### src/rtl/ps2_rx_pkg.sv
package ps2_rx_pkg;
  localparam int unsigned BYTE_W     = 8;
  localparam int unsigned FRAME_LEN  = 11;
  localparam int unsigned IDX_W      = $clog2(FRAME_LEN + 1);

  localparam logic [IDX_W-1:0] IDX_START     = IDX_W'(0);
  localparam logic [IDX_W-1:0] IDX_LAST_DATA = IDX_W'(8);
  localparam logic [IDX_W-1:0] IDX_PARITY    = IDX_W'(9);
  localparam logic [IDX_W-1:0] IDX_STOP      = IDX_W'(10);

  localparam logic [BYTE_W-1:0] DEV_ACK_CODE  = 8'hFA;
  localparam logic [BYTE_W-1:0] DEV_NACK_CODE = 8'hFE;
  localparam logic [BYTE_W-1:0] HOST_RESEND   = 8'hFE;
endpackage

### src/rtl/ps2_sync.sv
module ps2_sync #(
  parameter int unsigned WIDTH   = 2,
  parameter int unsigned STAGES  = 2,
  parameter logic [WIDTH-1:0] RST_VAL = '1
) (
  input  logic             clk,
  input  logic             rst_n,
  input  logic [WIDTH-1:0] d,
  output logic [WIDTH-1:0] q
);
  logic [STAGES-1:0][WIDTH-1:0] stg;

  always_ff @(posedge clk or negedge rst_n) begin
    if (!rst_n) stg <= {STAGES{RST_VAL}};
    else        stg <= {stg[STAGES-2:0], d};
  end

  assign q = stg[STAGES-1];
endmodule

### src/rtl/ps2_tick_since.sv
module ps2_tick_since #(
  parameter int unsigned LIMIT = 121,
  localparam int unsigned W = $clog2(LIMIT + 1)
) (
  input  logic         clk,
  input  logic         rst_n,
  input  logic         tick,
  input  logic         restart,
  output logic [W-1:0] cnt
);
  localparam logic [W-1:0] LIM = W'(LIMIT);

  // Saturating count of ticks since the last restart; resets saturated.
  always_ff @(posedge clk or negedge rst_n) begin
    if (!rst_n)                  cnt <= LIM;
    else if (restart)            cnt <= '0;
    else if (tick && cnt != LIM) cnt <= cnt + W'(1);
  end
endmodule

### src/rtl/ps2_frame_fsm.sv
module ps2_frame_fsm
  import ps2_rx_pkg::*;
#(
  parameter int unsigned MIN_GAP = 39,
  parameter int unsigned MAX_GAP = 120,
  parameter int unsigned GAP_W   = 7
) (
  input  logic              clk,
  input  logic              rst_n,
  input  logic              fall,
  input  logic              dat,
  input  logic              tx_quiet,
  input  logic              wr_en,
  input  logic [GAP_W-1:0]  gap,
  output logic              accept,
  output logic              deliver,
  output logic              err,
  output logic [BYTE_W-1:0] out_byte,
  output logic              out_perr
);
  localparam logic [GAP_W-1:0] MIN_L = GAP_W'(MIN_GAP);
  localparam logic [GAP_W-1:0] MAX_L = GAP_W'(MAX_GAP);

  logic [IDX_W-1:0]  idx;
  logic [BYTE_W-1:0] shreg;
  logic              perr_q;
  logic              overdue;
  logic              bad_par;

  assign overdue = (idx != IDX_START) && (gap > MAX_L);
  assign accept  = fall && tx_quiet && !overdue && (gap >= MIN_L);
  assign bad_par = ~(^shreg ^ dat);

  always_ff @(posedge clk or negedge rst_n) begin
    if (!rst_n) begin
      idx      <= IDX_START;
      shreg    <= '0;
      perr_q   <= 1'b0;
      deliver  <= 1'b0;
      err      <= 1'b0;
      out_byte <= '0;
      out_perr <= 1'b0;
    end else begin
      deliver <= 1'b0;
      err     <= 1'b0;
      if (overdue) begin
        idx    <= IDX_START;
        shreg  <= '0;
        perr_q <= 1'b0;
        err    <= 1'b1;
      end else if (accept) begin
        if (idx == IDX_START) begin
          if (dat) err <= 1'b1;
          else     idx <= idx + IDX_W'(1);
        end else if (idx <= IDX_LAST_DATA) begin
          shreg <= {dat, shreg[BYTE_W-1:1]};
          idx   <= idx + IDX_W'(1);
        end else if (idx == IDX_PARITY) begin
          if (bad_par && !wr_en) begin
            idx   <= IDX_START;
            shreg <= '0;
            err   <= 1'b1;
          end else begin
            perr_q <= bad_par;
            idx    <= idx + IDX_W'(1);
          end
        end else if (idx == IDX_STOP) begin
          idx    <= IDX_START;
          shreg  <= '0;
          perr_q <= 1'b0;
          if (!dat || (!wr_en && shreg == DEV_NACK_CODE)) begin
            err <= 1'b1;
          end else if (wr_en || shreg != DEV_ACK_CODE) begin
            deliver  <= 1'b1;
            out_byte <= shreg;
            out_perr <= perr_q;
          end
        end else begin
          idx    <= IDX_START;
          shreg  <= '0;
          perr_q <= 1'b0;
          err    <= 1'b1;
        end
      end
    end
  end
endmodule

### src/rtl/ps2_host_rx.sv
module ps2_host_rx
  import ps2_rx_pkg::*;
#(
  parameter int unsigned FAST_HZ     = 16700,
  parameter int unsigned SLOW_HZ     = 10000,
  parameter int unsigned SLACK_US    = 20,
  parameter int unsigned SYNC_STAGES = 2
) (
  input  logic              clk,
  input  logic              rst_n,
  input  logic              us_tick,
  input  logic              ps2_clk_in,
  input  logic              ps2_dat_in,
  input  logic              wr_en_cfg,
  input  logic              tx_done,
  output logic              rx_valid,
  input  logic              rx_ready,
  output logic [BYTE_W-1:0] rx_byte,
  output logic              rx_parity_err,
  output logic              resend_req,
  output logic [BYTE_W-1:0] resend_cmd
);
  localparam int unsigned MIN_GAP = 1000000 / FAST_HZ - SLACK_US;
  localparam int unsigned MAX_GAP = 1000000 / SLOW_HZ + SLACK_US;
  localparam int unsigned GAP_W   = $clog2(MAX_GAP + 2);
  localparam int unsigned QUIET_W = $clog2(MIN_GAP + 1);

  logic              clk_s, dat_s, clk_prev, fall;
  logic              accept, f_deliver, f_err, f_perr, collide, tx_quiet;
  logic [BYTE_W-1:0] f_byte;
  logic [GAP_W-1:0]  gap;
  logic [QUIET_W-1:0] quiet_cnt;

  ps2_sync #(.WIDTH(2), .STAGES(SYNC_STAGES), .RST_VAL(2'b11)) u_sync (
    .clk(clk), .rst_n(rst_n),
    .d({ps2_clk_in, ps2_dat_in}), .q({clk_s, dat_s})
  );

  always_ff @(posedge clk or negedge rst_n) begin
    if (!rst_n) clk_prev <= 1'b1;
    else        clk_prev <= clk_s;
  end
  assign fall = clk_prev && !clk_s;

  ps2_tick_since #(.LIMIT(MAX_GAP + 1)) u_gap (
    .clk(clk), .rst_n(rst_n), .tick(us_tick), .restart(accept), .cnt(gap)
  );

  ps2_tick_since #(.LIMIT(MIN_GAP)) u_quiet (
    .clk(clk), .rst_n(rst_n), .tick(us_tick), .restart(tx_done), .cnt(quiet_cnt)
  );
  assign tx_quiet = (quiet_cnt == QUIET_W'(MIN_GAP));

  ps2_frame_fsm #(.MIN_GAP(MIN_GAP), .MAX_GAP(MAX_GAP), .GAP_W(GAP_W)) u_fsm (
    .clk(clk), .rst_n(rst_n), .fall(fall), .dat(dat_s), .tx_quiet(tx_quiet),
    .wr_en(wr_en_cfg), .gap(gap), .accept(accept), .deliver(f_deliver),
    .err(f_err), .out_byte(f_byte), .out_perr(f_perr)
  );

  // One-entry output slot; a byte arriving into a blocked slot is lost.
  assign collide = f_deliver && rx_valid && !rx_ready;

  always_ff @(posedge clk or negedge rst_n) begin
    if (!rst_n) begin
      rx_valid      <= 1'b0;
      rx_byte       <= '0;
      rx_parity_err <= 1'b0;
      resend_req    <= 1'b0;
    end else begin
      resend_req <= f_err || collide;
      if (f_deliver && !collide) begin
        rx_valid      <= 1'b1;
        rx_byte       <= f_byte;
        rx_parity_err <= f_perr;
      end else if (rx_valid && rx_ready) begin
        rx_valid <= 1'b0;
      end
    end
  end

  assign resend_cmd = HOST_RESEND;
endmodule

### config.mk
export PLATFORM = sky130hd
export DESIGN_NAME = ps2_host_rx
export DESIGN_NICKNAME = d
export VERILOG_FILES = /design/src/rtl/ps2_rx_pkg.sv /design/src/rtl/ps2_sync.sv /design/src/rtl/ps2_tick_since.sv /design/src/rtl/ps2_frame_fsm.sv /design/src/rtl/ps2_host_rx.sv
export SDC_FILE = /design/constraint.sdc
export NUM_CORES = 1
export LEC_CHECK = 0
export BUFFER_PORTS_ARGS = -buffer_cell sky130_fd_sc_hd__buf_4
export CORE_ASPECT_RATIO = 2
export CORE_MARGIN = 4
export CORE_UTILIZATION = 25
export CTS_CLUSTER_DIAMETER = 60
export DETAILED_ROUTE_END_ITERATION = 16
export SYNTH_ARGS = -nofsm -noshare
export SYNTH_HDL_FRONTEND = slang
export SYNTH_HIERARCHICAL = 1
export SYNTH_SLANG_ARGS = --single-unit
### constraint.sdc
create_clock -name clk -period 3.1 [get_ports clk]
set_clock_uncertainty 0.1 [all_clocks]
set_input_delay 0.155 -clock clk [delete_from_list [all_inputs] [get_ports clk]]
set_output_delay 0.155 -clock clk [all_outputs]
set_load 0.005 [all_outputs]
# [Yosys cells after proc, flatten, opt, wreduce, memory -nomap -nowiden]
# Cells that the tools add are included.
[totals] output_inout_bits=19 regBits=53
[classes] bitwise=7 muxes=42 magnitude_cmp=3 n_reduce_logical=33 eq_ne=12 add_sub_neg=3
[ops] op="8-bit 2-to-1 mux" count=6
[ops] op="4-bit 2-to-1 mux" count=7
[ops] op="1-bit 2-to-1 mux" count=25
[ops] op="7-bit 2-to-1 mux" count=2
[ops] op="1-bit logical AND" count=13
[ops] op="6-bit 2-to-1 mux" count=2
[ops] op="4-bit equality test (second input constant)" count=2
[ops] op="8-bit equality test (second input constant)" count=1
[ops] op="8-bit != test (second input constant)" count=1
[ops] op="8-bit AND reduction" count=1
[ops] op="2-bit nonzero test" count=4
[ops] op="8-bit XOR reduction" count=1
[ops] op="7-bit by 1-bit adder with 7-bit output (second input constant)" count=1
[ops] op="7-bit by 6-bit >= comparator with 1-bit output (second input constant)" count=1
[ops] op="7-bit greater-than comparator (second input constant)" count=1
[ops] op="7-bit != test (second input constant)" count=1
[ops] op="6-bit by 1-bit adder with 6-bit output (second input constant)" count=1
[ops] op="6-bit equality test (second input constant)" count=1
[ops] op="1-bit zero test" count=6
[ops] op="3-bit by 2-bit != test with 1-bit output (second input constant)" count=2
[ops] op="6-bit != test (second input constant)" count=1
[ops] op="1-bit NOT" count=6
[ops] op="4-bit by 1-bit adder with 4-bit output (second input constant)" count=1
[ops] op="4-bit <= comparator (second input constant)" count=1
[ops] op="9 further kinds" count=12

# [Logic depth before layout (Yosys ltp)]
# Gate-level depths: netlist (run 1).
[depth] word_depth=10 depth_mapped=8

# [Modules after synthesis]
# The synthesis (run 1) kept the hierarchy.
[by_module_without_submodules] module="ps2_frame_fsm" cells_each=116 instances=1 area_each_um2=1392.6
[by_module_without_submodules] module="ps2_host_rx" cells_each=39 instances=1 area_each_um2=533.0
[by_module_without_submodules] module="ps2_tick_since (u_gap)" cells_each=38 instances=1 area_each_um2=381.6
[by_module_without_submodules] module="ps2_tick_since (u_quiet)" cells_each=39 instances=1 area_each_um2=372.9
[by_module_without_submodules] module="ps2_sync" cells_each=6 instances=1 area_each_um2=120.1

# [Worst setup path after synthesis (run 1)]
# Ideal clock, no wire load.
[synth_timing] path_type="flip-flop to flip-flop" from="register u_quiet.cnt[5]" to="register u_fsm.out_byte[0]" arrival_time_ns=2.065 n_path_buf=1 path_slack_ns=0.810 required_ns=2.875 stages_incl_launch_ff=9 cell_sequence="dfstp_2 nor4bb_1 and3_1 o211ai_1 a21o_1 nor2_4 nor4b_4 buf_6 mux2_4"
[synth_via] elab_chain_len=5
[synth_rtl] item="start: declaration" line_no="ps2_tick_since.sv:9" text="output logic [W-1:0] cnt"
[synth_rtl] item="start signal: assignment" line_no="ps2_tick_since.sv:17" text="else if (tick && cnt != LIM) cnt <= cnt + W'(1);"
[synth_rtl] item="6-bit equality test" line_no="ps2_host_rx.sv:52" text="assign tx_quiet = (quiet_cnt == QUIET_W'(MIN_GAP));"
[synth_rtl] item="via tx_quiet" line_no="ps2_host_rx.sv:29" text="logic accept, f_deliver, f_err, f_perr, collide, tx_quiet;"
[synth_rtl] item="1-bit logical AND (3 in a row)" line_no="ps2_frame_fsm.sv:31" text="assign accept = fall && tx_quiet && !overdue && (gap >= MIN_L);"
[synth_rtl] item="via accept" line_no="ps2_host_rx.sv:29"
[synth_rtl] item="8-bit AND reduction (no line)"
[synth_rtl] item="end signal: assignment" line_no="ps2_frame_fsm.sv:75" text="out_byte <= shreg;"
[synth_rtl] item="end: declaration" line_no="ps2_frame_fsm.sv:18" text="output logic [BYTE_W-1:0] out_byte,"
# The timed path passes the listed nets, and every way through them passes these cells.
# A chain may end at the register's enable or synchronous reset.

# [Worst setup path after layout (run 1)]
[layout_timing] from="register u_quiet.cnt[5]" to="register u_fsm.out_byte[1]"
# Same word-level chain as after synthesis.

==> results.py, run 1 <==
metrics = {
    "worst_setup_path": {
        "crit_type": "reg -> reg",
        "start_kind": "flip-flop",
        "arrival_ps": 2600,
        "r2r_setup_slack_ps": 580,
        "cp_max_fo": 10,
        "cp-end-kind": "flip-flop",
        "cp.required_ps": 3180,
    },
    "global_routing": {
        "overflow": 0,
        "grt_pass1_vias": 2053,
        "grt_pass1_wl_mm": 9.466,
        "antenna_found_initial": 0,
        "grt_max_degree": 54,
        "grt_use_total": 0.08986,
    },
    "floorplan": {
        "rows": 54,
        "ioPinCount": 27,
        "die_area_um2": 13060,
        "fp.dieH_um": 157.7,
        "core_area_um2": 10950,
        "die_x_um": 82.84,
        "start_util": 0.2558,
    },
    "synth": {
        "synthFlopType": "dfrtp_1",
        "ys_warn_count": 6,
        "synthCells": 238,
        "synth_top_area_cell": "dfrtp_1",
        "synthTopCellsByArea": "dfrtp_1, dfstp_2, ha_1, mux2_4, mux2_2",
        "synth.most_common_cell": "dfrtp_1",
        "ys_ff_latch": 53,
        "syn_area_per_cell_um2": 11.77,
        "synth_cell_types": 56,
        "synthArstFlopShare": 1.000,
        "synth_area_um2": 2800,
        "synth_edf_count": 0,
        "seq_area_frac_synth": 0.4799,
        "synth_top_area_frac": 0.3485,
        "synth_common_cells": "dfrtp_1, nand2_1, dfstp_2",
    },
    "clock_network": {
        "clk_pin_slew_ps": 70,
        "clock-sinks": 53,
        "insertion_delay_ps": 300,
        "cts-buffers-inserted": 5,
        "cts_root_buf": "clkbuf_16",
        "cts_tree": "built",
        "cts-resized-gates": 0,
        "h-tree-depth": 2,
        "clockBufferDepth": 2,
    },
    "final_layout": {
        "drive_gt1_frac": 0.3053,
        "n_antenna_cell": 0,
        "syn_to_final_growth_pct": 15.46,
        "fin_nets": 281,
    },
    "placement": {
        "hpwlAfterDp_mm": 4.155,
        "gp_congestion": 0.8522,
        "io_buffers": 18,
        "post-place-ws_ps": 565.9,
    },
    "pwr": {
        "clock_power_share": 0.325,
        "seq_power_share": 0.515,
        "vdd_ir_drop_max_uv": 241.0,
        "leakagePower_nw": 1.436,
        "switching_power_mw": 0.5547,
        "internal_power_mw": 1.236,
        "switching_share": 0.3098,
        "powerDensity_nw_per_um2": 553.9,
        "power_frac_comb": 0.161,
    },
    "route": {
        "vias": 1877,
        "drt_iter0_markers": 71,
        "ant_nets": 0,
        "totalWireLength_mm": 5.513,
        "drc_errors": 0,
        "wire_per_inst_um": 13.71,
        "firstDrtPassIters": 4,
        "avgViaCountPerCell": 4.669,
    },
    "timing": {
        "finalCritPeriodShare": 0.8118,
        "fmax_ghz": 0.3974,
        "final-setup-viol-count": 0,
        "worst_pin_slew_ps": 656.7,
        "relSlewSlack": 0.5622,
        "hold_viol": 0,
        "rsz0062_at_grt": "no",
        "maxSlewViolCount": 0,
        "hold_ws_ps": 56.13,
        "timing.final.ws_setup_ps": 583.3,
        "finalCriticalPeriod_ps": 2517,
        "fin_setup_tns_ps": 0,
    },
    "hold_path": {
        "hp-class": "in -> reg",
    },
    "flow_run": {
        "max_cap_viol_count": 0,
    },
    "status": {
        "status": "complete, no violations",
    },
}
==> power by group through the flow <==
stage          Clock [mW]  Combinational [mW]  Sequential (mW)
3_5_place_dp            0               0.282            0.934
6_report            0.582               0.287            0.921
4_1_cts             0.604               0.287            0.921
3_3_place_gp            0               0.270            0.930
2_1_floorplan           0               0.241            0.895
5_1_grt             0.628               0.330            0.939
==> metrics by stage <==
stage                     total power [mW]    util  cell area, µm²  std cells
final                                1.791  0.2954            3233        402
after global routing                 1.897  0.2954            3233        402
after CTS                            1.813  0.2954            3233        402
after detailed placement             1.215  0.2777            3039        390
after global placement               1.200  0.2777            3039        390
after floorplan                      1.136       -            2823        244
==> state kept, by name (all words and copies together), names as in the netlist <==
name and flops:
clk_prev 1, u_fsm/err 1, u_fsm/out_byte 8, u_fsm/idx 4, u_gap/cnt 7, rx_byte 8, rx_parity_err 1, u_fsm/out_perr 1
resend_req 1, u_fsm/perr_q 1, u_fsm/deliver 1, rx_valid 1, u_sync/q 2, u_quiet/cnt 6, u_sync/stg 2, u_fsm/shreg 8
==> critical path, stage by stage, from the launching register on <==
cell and delay [ps]:
dfstp_2 550, nor4bb_1 250, and3_1 200, o211ai_1 120, a21o_1 280, nor2_4 130, nor4b_4 200, buf_4 250
mux2_4 320
==> cells in the final DEF, fill, tap and decap left out, types with 2 or more instances in the layout <==
| cell | instances |
|---|---|
| inv_1 | 8 |
| o21ai_1 | 2 |
| o311ai_1 | 2 |
| nor2b_1 | 3 |
| nand3_1 | 8 |
| nand2b_1 | 2 |
| a22o_1 | 8 |
| buf_4 | 21 |
| nor3_4 | 2 |
| conb_1 | 8 |
| dlygate4sd3_1 | 4 |
| nand2_1 | 16 |
| o211ai_1 | 2 |
| a21oi_1 | 7 |
| xor2_1 | 5 |
| dfrtp_1 | 39 |
| nor3_1 | 6 |
| mux2_4 | 10 |
| o21ai_0 | 9 |
| or3_1 | 4 |
| ha_1 | 12 |
| clkbuf_16 | 5 |
| nand4_1 | 5 |
| a31oi_1 | 5 |
| dfstp_2 | 14 |
| nor2_1 | 11 |
| mux2_2 | 9 |
| nor3b_1 | 3 |
| o22ai_1 | 2 |
==> area by class of cell <==
| type | count | area, µm² |
|---|---|---|
| repair buffers | 25 | 197.7 |
| clock buffers | 5 | 125.1 |
| inverters | 8 | 30.03 |
| multi-input cells | 168 | 1333 |
| fillers | 1149 | 7712 |
| flip-flops and latches | 53 | 1344 |
| clock inverters | 3 | 28.78 |
| well taps | 140 | 175.2 |
==> kinds of logic (layout without fill, tap and decap cells) <==
| logic type | count (synthesis) | count (layout) | share of synthesized area |
|---|---|---|---|
| AO/OA/AOI/OAI | 46 | 46 | 0.1180 |
| XOR/XNOR | 7 | 7 | 0.02681 |
| adder cells (fa/ha/maj) | 12 | 12 | 0.05362 |
| buffers and inverters | 23 | 41 | 0.05228 |
| flip-flops | 53 | 53 | 0.4799 |
| multiplexers | 19 | 19 | 0.08981 |
| other | 2 | 8 | 0.002682 |
| AND/OR/NAND/NOR | 76 | 76 | 0.1769 |
==> path summary, 6_finish.rpt <==
path | from | endpoint | cells past startpoint
max | u_quiet/cnt[5]$_DFFE_PN1P_ | u_fsm/out_byte[1]$_DFFE_PN0P_ | 8
max reg2reg | u_quiet/cnt[5]$_DFFE_PN1P_ | u_fsm/out_byte[1]$_DFFE_PN0P_ | 8
min reg2reg | u_sync/stg[1]$_DFF_PN1_ | u_sync/q[1]$_DFF_PN1_ | 0
max in group asynchronous | rst_n | u_fsm/idx[2]$_DFFE_PN0P_ | 2
min | rx_ready | rx_valid$_DFFE_PN0P_ | 3
min in group asynchronous | rst_n | rx_byte[6]$_DFFE_PN0P_ | 2
==> metal layers <==
metal	vias up	track usage	share of wire	routed length [µm]
li1	893	-	-	-
met1	944	0.08312	0.37	2029
met2	30	0.1769	0.57	3150
met3	10	0.02083	0.032	175
met4	0	0.05066	0.028	157
met5	-	0	0	0
==> timing repair <==
action / CTS / global route
hold buffers: 4 / 0
buffers inserted: 0 / 0
endpoints found under the hold margin: 45 / 0
(Power assumes the default switching activity.)
==> run 2, diff against run 1 <==
==> constraint.sdc (replaced) <==
create_clock -name clk -period 2.44 [get_ports clk]
set_clock_uncertainty 0.1 [all_clocks]
set_input_delay 0.122 -clock clk [delete_from_list [all_inputs] [get_ports clk]]
set_output_delay 0.122 -clock clk [all_outputs]
set_load 0.005 [all_outputs]
==> results.py, run 2 (synthesized netlist as in run 1, its figures left out) <==
metrics = {
    "status": {
        "status": "complete, no violations",
    },
    "worst_setup_path": {
        "cp-end-kind": "flip-flop",
        "arrival_ps": 2450,
        "reg2reg_depth": 8,
        "reg2reg_from": "u_quiet/cnt[5]$_DFFE_PN1P_",
        "cp_max_fo": 10,
        "r2r_setup_slack_ps": 60,
        "timing.rr.end": "u_fsm/out_byte[5]$_DFFE_PN0P_",
        "cp.required_ps": 2520,
        "start_kind": "flip-flop",
        "crit_type": "reg -> reg",
    },
    "clock_network": {
        "h-tree-depth": 2,
        "cts-resized-gates": 0,
        "cts_tree": "built",
        "insertion_delay_ps": 290,
        "cts_root_buf": "clkbuf_16",
        "clockBufferDepth": 2,
        "clk_pin_slew_ps": 70,
        "cts-buffers-inserted": 5,
        "cts_setup_buffers": 0,
        "clock-sinks": 53,
    },
    "route": {
        "wire_per_inst_um": 13.49,
        "drc_errors": 0,
        "drt_iter0_markers": 80,
        "vias": 1903,
        "ant_nets": 0,
        "firstDrtPassIters": 4,
        "avgViaCountPerCell": 4.653,
        "totalWireLength_mm": 5.519,
    },
    "floorplan": {
        "start_util": 0.2558,
        "die_area_um2": 13060,
        "rows": 54,
        "die_x_um": 82.84,
        "fp.dieH_um": 157.7,
        "core_area_um2": 10950,
        "ioPinCount": 27,
    },
    "global_routing": {
        "grt_pass1_wl_mm": 9.473,
        "grt_use_total": 0.08954,
        "grt_max_degree": 54,
        "grt_pass1_vias": 1940,
        "antenna_found_initial": 0,
        "overflow": 0,
    },
    "timing": {
        "rsz0062_at_grt": "yes",
        "finalCriticalPeriod_ps": 2376,
        "timing.final.ws_setup_ps": 63.88,
        "fmax_ghz": 0.4209,
        "finalCritPeriodShare": 0.9738,
        "worst_pin_slew_ps": 671.6,
        "maxSlewViolCount": 0,
        "hold_ws_ps": 27.03,
        "hold_viol": 0,
        "relSlewSlack": 0.5522,
        "final-setup-viol-count": 0,
    },
    "pwr": {
        "leakagePower_nw": 1.474,
        "powerDensity_nw_per_um2": 685.1,
        "vdd_ir_drop_max_uv": 336.1,
    },
    "final_layout": {
        "fin_nets": 288,
        "reg_top3": "rx_byte: 8 flops, u_fsm/out_byte: 8 flops, u_fsm/shreg: 8 flops",
        "fill_cells": 1160,
        "multiInputGateArea_um2": 1333,
        "final_util": 0.3012,
        "n_antenna_cell": 0,
        "drive_gt1_frac": 0.3234,
        "final_common_cell": "dfrtp_1",
        "syn_to_final_growth_pct": 17.74,
        "final_cell_mix": "dfrtp_1, buf_4, nand2_1",
        "regArea_um2": 1344,
    },
    "hold_path": {
        "min_to": "rx_valid$_DFFE_PN0P_",
        "hold_path_depth": 3,
        "hp-class": "in -> reg",
        "worstHoldStart": "rx_ready",
    },
    "placement": {
        "gp_congestion": 0.8502,
        "io_buffers": 18,
        "post-place-ws_ps": 69.23,
        "hpwlAfterDp_mm": 4.097,
    },
    "flow_run": {
        "max_cap_viol_count": 0,
    },
}
[run 2: cell types whose count changed in the layout (fill, tap and decap cells not counted)]
cell | previous run | this run
buf_4 | 21 | 27
clkbuf_8 | 0 | 1
inv_6 | 1 | 0
inv_8 | 1 | 0
clkinv_2 | 0 | 1
buf_12 | 0 | 1
[run 2: worst max-delay path, cell delays in order, from the launching register on]
cell and delay [ps]:
dfstp_2 560, nor4bb_1 260, and3_1 200, o211ai_1 110, a21o_1 210, nor2_4 90
nor4b_4 250, buf_12 180, mux2_4 300
[run 2: area by class of cell]
| type | instances | share of cell area |
|---|---|---|
| Inverter | 8 | 0.009108 |
| Tap cell | 140 | 0.05313 |
| Clock buffer | 6 | 0.04213 |
| Timing Repair Buffer | 32 | 0.07970 |
| Multi-Input combinational cell | 168 | 0.4042 |
| Clock inverter | 2 | 0.004175 |
| Sequential cell | 53 | 0.4076 |
[run 2: layer usage]
layer	global-route usage	routed length, µm	share of wire
met5	0	0	0
met4	0.04521	135	0.024
met3	0.01875	189	0.034
met2	0.1730	3106	0.56
met1	0.08899	2088	0.38
[run 2: worst max path at each step]
stage | start | to | slack [ps] | cells after the start
final | u_quiet/cnt[5]$_DFFE_PN1P_ | u_fsm/out_byte[5]$_DFFE_PN0P_ | 60 | 8
after global routing | u_quiet/cnt[5]$_DFFE_PN1P_ | u_fsm/out_byte[1]$_DFFE_PN0P_ | -40 | 8
after CTS | u_quiet/cnt[5]$_DFFE_PN1P_ | u_fsm/out_byte[5]$_DFFE_PN0P_ | 30 | 8
after detailed placement | u_quiet/cnt[5]$_DFFE_PN1P_ | u_fsm/out_byte[5]$_DFFE_PN0P_ | 70 | 8
after global placement | u_quiet/cnt[5]$_DFFE_PN1P_ | u_fsm/out_perr$_DFFE_PN0P_ | 100 | 8
after floorplan | u_quiet/cnt[5]$_DFFE_PN1P_ | u_fsm/out_byte[0]$_DFFE_PN0P_ | 150 | 8
[run 2: timing repair]
item	4_1_cts	5_1_grt
setup endpoints to repair	0	9
endpoints found under the hold margin	45	0
hold buffers	4	0
[run 2: report_power, final]
group | internal (mW) | total, mW | switching (mW)
sequential | 1.01 | 1.16 | 0.157
clock | 0.408 | 0.721 | 0.313
combinational | 0.176 | 0.373 | 0.196
total | 1.59 | 2.26 | 0.666
[run 2: through the flow]
step / power (mW) / instance area (µm²) / instances / setup TNS (ps)
4_1_cts: 2.302 / 3297 / 409 / 0
5_1_grt: 2.406 / 3297 / 409 / -247.4
6_report: 2.259 / 3297 / 409 / 0
3_3_place_gp: 1.531 / 3104 / 397 / 0
2_1_floorplan: 1.443 / 2823 / 244 / 0
3_5_place_dp: 1.552 / 3104 / 397 / 0
==> run 3, diff against run 2 <==
--- a/config.mk
+++ b/config.mk
@@ -13,5 +13,4 @@
 export DETAILED_ROUTE_END_ITERATION = 16
 export SYNTH_ARGS = -nofsm -noshare
 export SYNTH_HDL_FRONTEND = slang
-export SYNTH_HIERARCHICAL = 1
 export SYNTH_SLANG_ARGS = --single-unit
==> results.py, run 3 <==
metrics = {
    "status": {
        "status": "complete, no violations",
    },
    "timing": {
        "hold_viol": 0,
        "fin_setup_tns_ps": 0,
        "relSlewSlack": 0.5570,
        "final-setup-viol-count": 0,
        "timing.final.ws_setup_ps": 194.3,
        "finalCriticalPeriod_ps": 2246,
        "rsz0062_at_grt": "no",
        "finalCritPeriodShare": 0.9204,
        "fmax_ghz": 0.4453,
        "maxSlewViolCount": 0,
        "worst_pin_slew_ps": 664.4,
        "hold_ws_ps": 41.47,
    },
    "global_routing": {
        "overflow": 0,
        "grt_busiest_layer": "met2",
        "use_met1": 0.09015,
        "grt_max_degree": 54,
        "grt_pass1_vias": 1843,
        "grt_util_met2": 0.1702,
        "antenna_found_initial": 0,
        "grt_use_total": 0.09242,
        "grt_pass1_wl_mm": 8.983,
        "use_met3": 0.01613,
    },
    "clock_network": {
        "insertion_delay_ps": 290,
        "cts-buffers-inserted": 5,
        "clock-sinks": 53,
        "clockBufferDepth": 2,
        "h-tree-depth": 2,
        "cts_setup_buffers": 0,
        "cts_tree": "built",
        "clk_pin_slew_ps": 70,
        "cts_root_buf": "clkbuf_16",
    },
    "placement": {
        "hpwlAfterDp_mm": 4.132,
        "dpl.cell_count": 391,
        "gp_congestion": 0.8547,
        "io_buffers": 18,
        "post-place-ws_ps": 133.4,
        "dpl_cell_area_um2": 3055,
    },
    "synth": {
        "ys_ff_latch": 53,
        "synth_top_area_frac": 0.3554,
        "synth_cell_types": 52,
        "ys_warn_count": 0,
        "synth.most_common_cell": "dfrtp_1",
        "synth_common_cells": "dfrtp_1, nand2_1, inv_1",
        "seq_area_frac_synth": 0.4893,
        "synthTopCellsByArea": "dfrtp_1, dfstp_2, ha_1, mux2_4, mux2_2",
        "synth_edf_count": 0,
        "synthFlopType": "dfrtp_1",
        "syn_area_per_cell_um2": 11.79,
        "synthArstFlopShare": 1.000,
        "synth_top_area_cell": "dfrtp_1",
        "synthCells": 233,
        "synth_area_um2": 2746,
    },
    "final_layout": {
        "final_util": 0.3090,
        "syn_to_final_growth_pct": 19.36,
        "drive_gt1_frac": 0.2820,
        "final_cells": 403,
        "final_cell_mix": "dfrtp_1, buf_4, nand2_1",
        "regArea_um2": 1344,
        "stdcell_area_um2": 3278,
        "fill_cells": 1107,
        "reg_top3": "rx_byte: 8 flops, u_fsm.out_byte: 8 flops, u_fsm.shreg: 8 flops",
        "n_antenna_cell": 0,
        "multiInputGateArea_um2": 1303,
        "fin_nets": 286,
        "final_common_cell": "dfrtp_1",
    },
    "route": {
        "avgViaCountPerCell": 4.439,
        "totalWireLength_mm": 5.344,
        "drt_iter0_markers": 51,
        "wire_per_inst_um": 13.26,
        "drc_errors": 0,
        "ant_nets": 0,
        "vias": 1789,
        "firstDrtPassIters": 4,
    },
    "worst_setup_path": {
        "crit_type": "reg -> reg",
        "arrival_ps": 2320,
        "cp-end-kind": "flip-flop",
        "cp.required_ps": 2520,
        "cp_max_fo": 10,
        "start_kind": "flip-flop",
    },
    "floorplan": {
        "rows": 53,
        "die_x_um": 82.12,
        "die_area_um2": 12830,
        "ioPinCount": 27,
        "start_util": 0.2588,
        "core_area_um2": 10610,
        "fp.dieH_um": 156.2,
    },
    "hold_path": {
        "hp-class": "in -> reg",
    },
    "pwr": {
        "leakagePower_nw": 1.593,
        "vdd_ir_drop_max_uv": 377.6,
        "powerDensity_nw_per_um2": 684.9,
        "p_total_mw": 2.245,
    },
    "flow_run": {
        "max_cap_viol_count": 0,
    },
}
[run 3: cell count changes in the layout (fill, tap and decap cells not counted), moves of 4 or more]
cell	previous run	this run
nor3_1	6	2
nand3_1	8	4
inv_1	8	17
a22o_1	8	1
mux2i_1	0	10
nor2_1	11	16
a31oi_1	5	0
[run 3: worst paths after layout]
check                                          from                            end  slack [ps]  cells past startpoint
max                        u_gap.cnt[0]$_DFFE_PN1P_  u_fsm.out_byte[2]$_DFFE_PN0P_         190                      6
max reg2reg                u_gap.cnt[0]$_DFFE_PN1P_  u_fsm.out_byte[2]$_DFFE_PN0P_         190                      6
min reg2reg                 u_sync.stg[0]$_DFF_PN1_          u_sync.q[0]$_DFF_PN1_         260                      0
max in group asynchronous                     rst_n     u_quiet.cnt[3]$_DFFE_PN0P_        1490                      2
min                                        rx_ready           rx_valid$_DFFE_PN0P_          40                      3
min in group asynchronous                     rst_n      rx_parity_err$_DFFE_PN0P_         310                      2
[run 3: layout make-up]
type                       count  area share
inverter                      17     0.01947
multi-input combinational    160      0.3973
tap                          137     0.05229
timing repair buffer          28     0.06718
clock buffer                   6     0.04237
clock inverter                 2     0.01145
sequential                    53      0.4099
[run 3: report_power, final]
part / total (mW) / internal [mW] / switching [mW]
Clock: 0.826 / 0.512 / 0.314
Sequential: 1.07 / 0.979 / 0.0866
Combinational: 0.353 / 0.142 / 0.211
[run 3: logic make-up (layout without fill, tap and decap cells)]
group | Yosys count | count (layout) | synth area share
flip-flops | 53 | 53 | 0.4893
other | 2 | 8 | 0.002735
adder cells (fa/ha/maj) | 14 | 14 | 0.06333
AO/OA/AOI/OAI | 27 | 27 | 0.07426
AND/OR/NAND/NOR | 70 | 70 | 0.1544
multiplexers | 28 | 28 | 0.1226
XOR/XNOR | 13 | 13 | 0.04647
buffers and inverters | 26 | 53 | 0.04692
[run 3: metal layers]
metal | up-vias | wire length [µm]
met5 | - | 0
met4 | 0 | 242
met3 | 14 | 187
met2 | 35 | 3010
met1 | 881 | 1904
li1 | 859 | -
[run 3: timing repair]
item / in CTS / in global routing
hold endpoints to repair: 47 / 0
hold buffers: 4 / 0
setup endpoints to repair: 0 / 9
resized for setup: 0 / 1
[run 3: critical path: stages, from the launching register on]
cell and delay, ps:
dfstp_2 570, ha_1 230, a21oi_1 80, o21a_1 250, nor3_4 230, nand4b_4 290
mux2_4 380
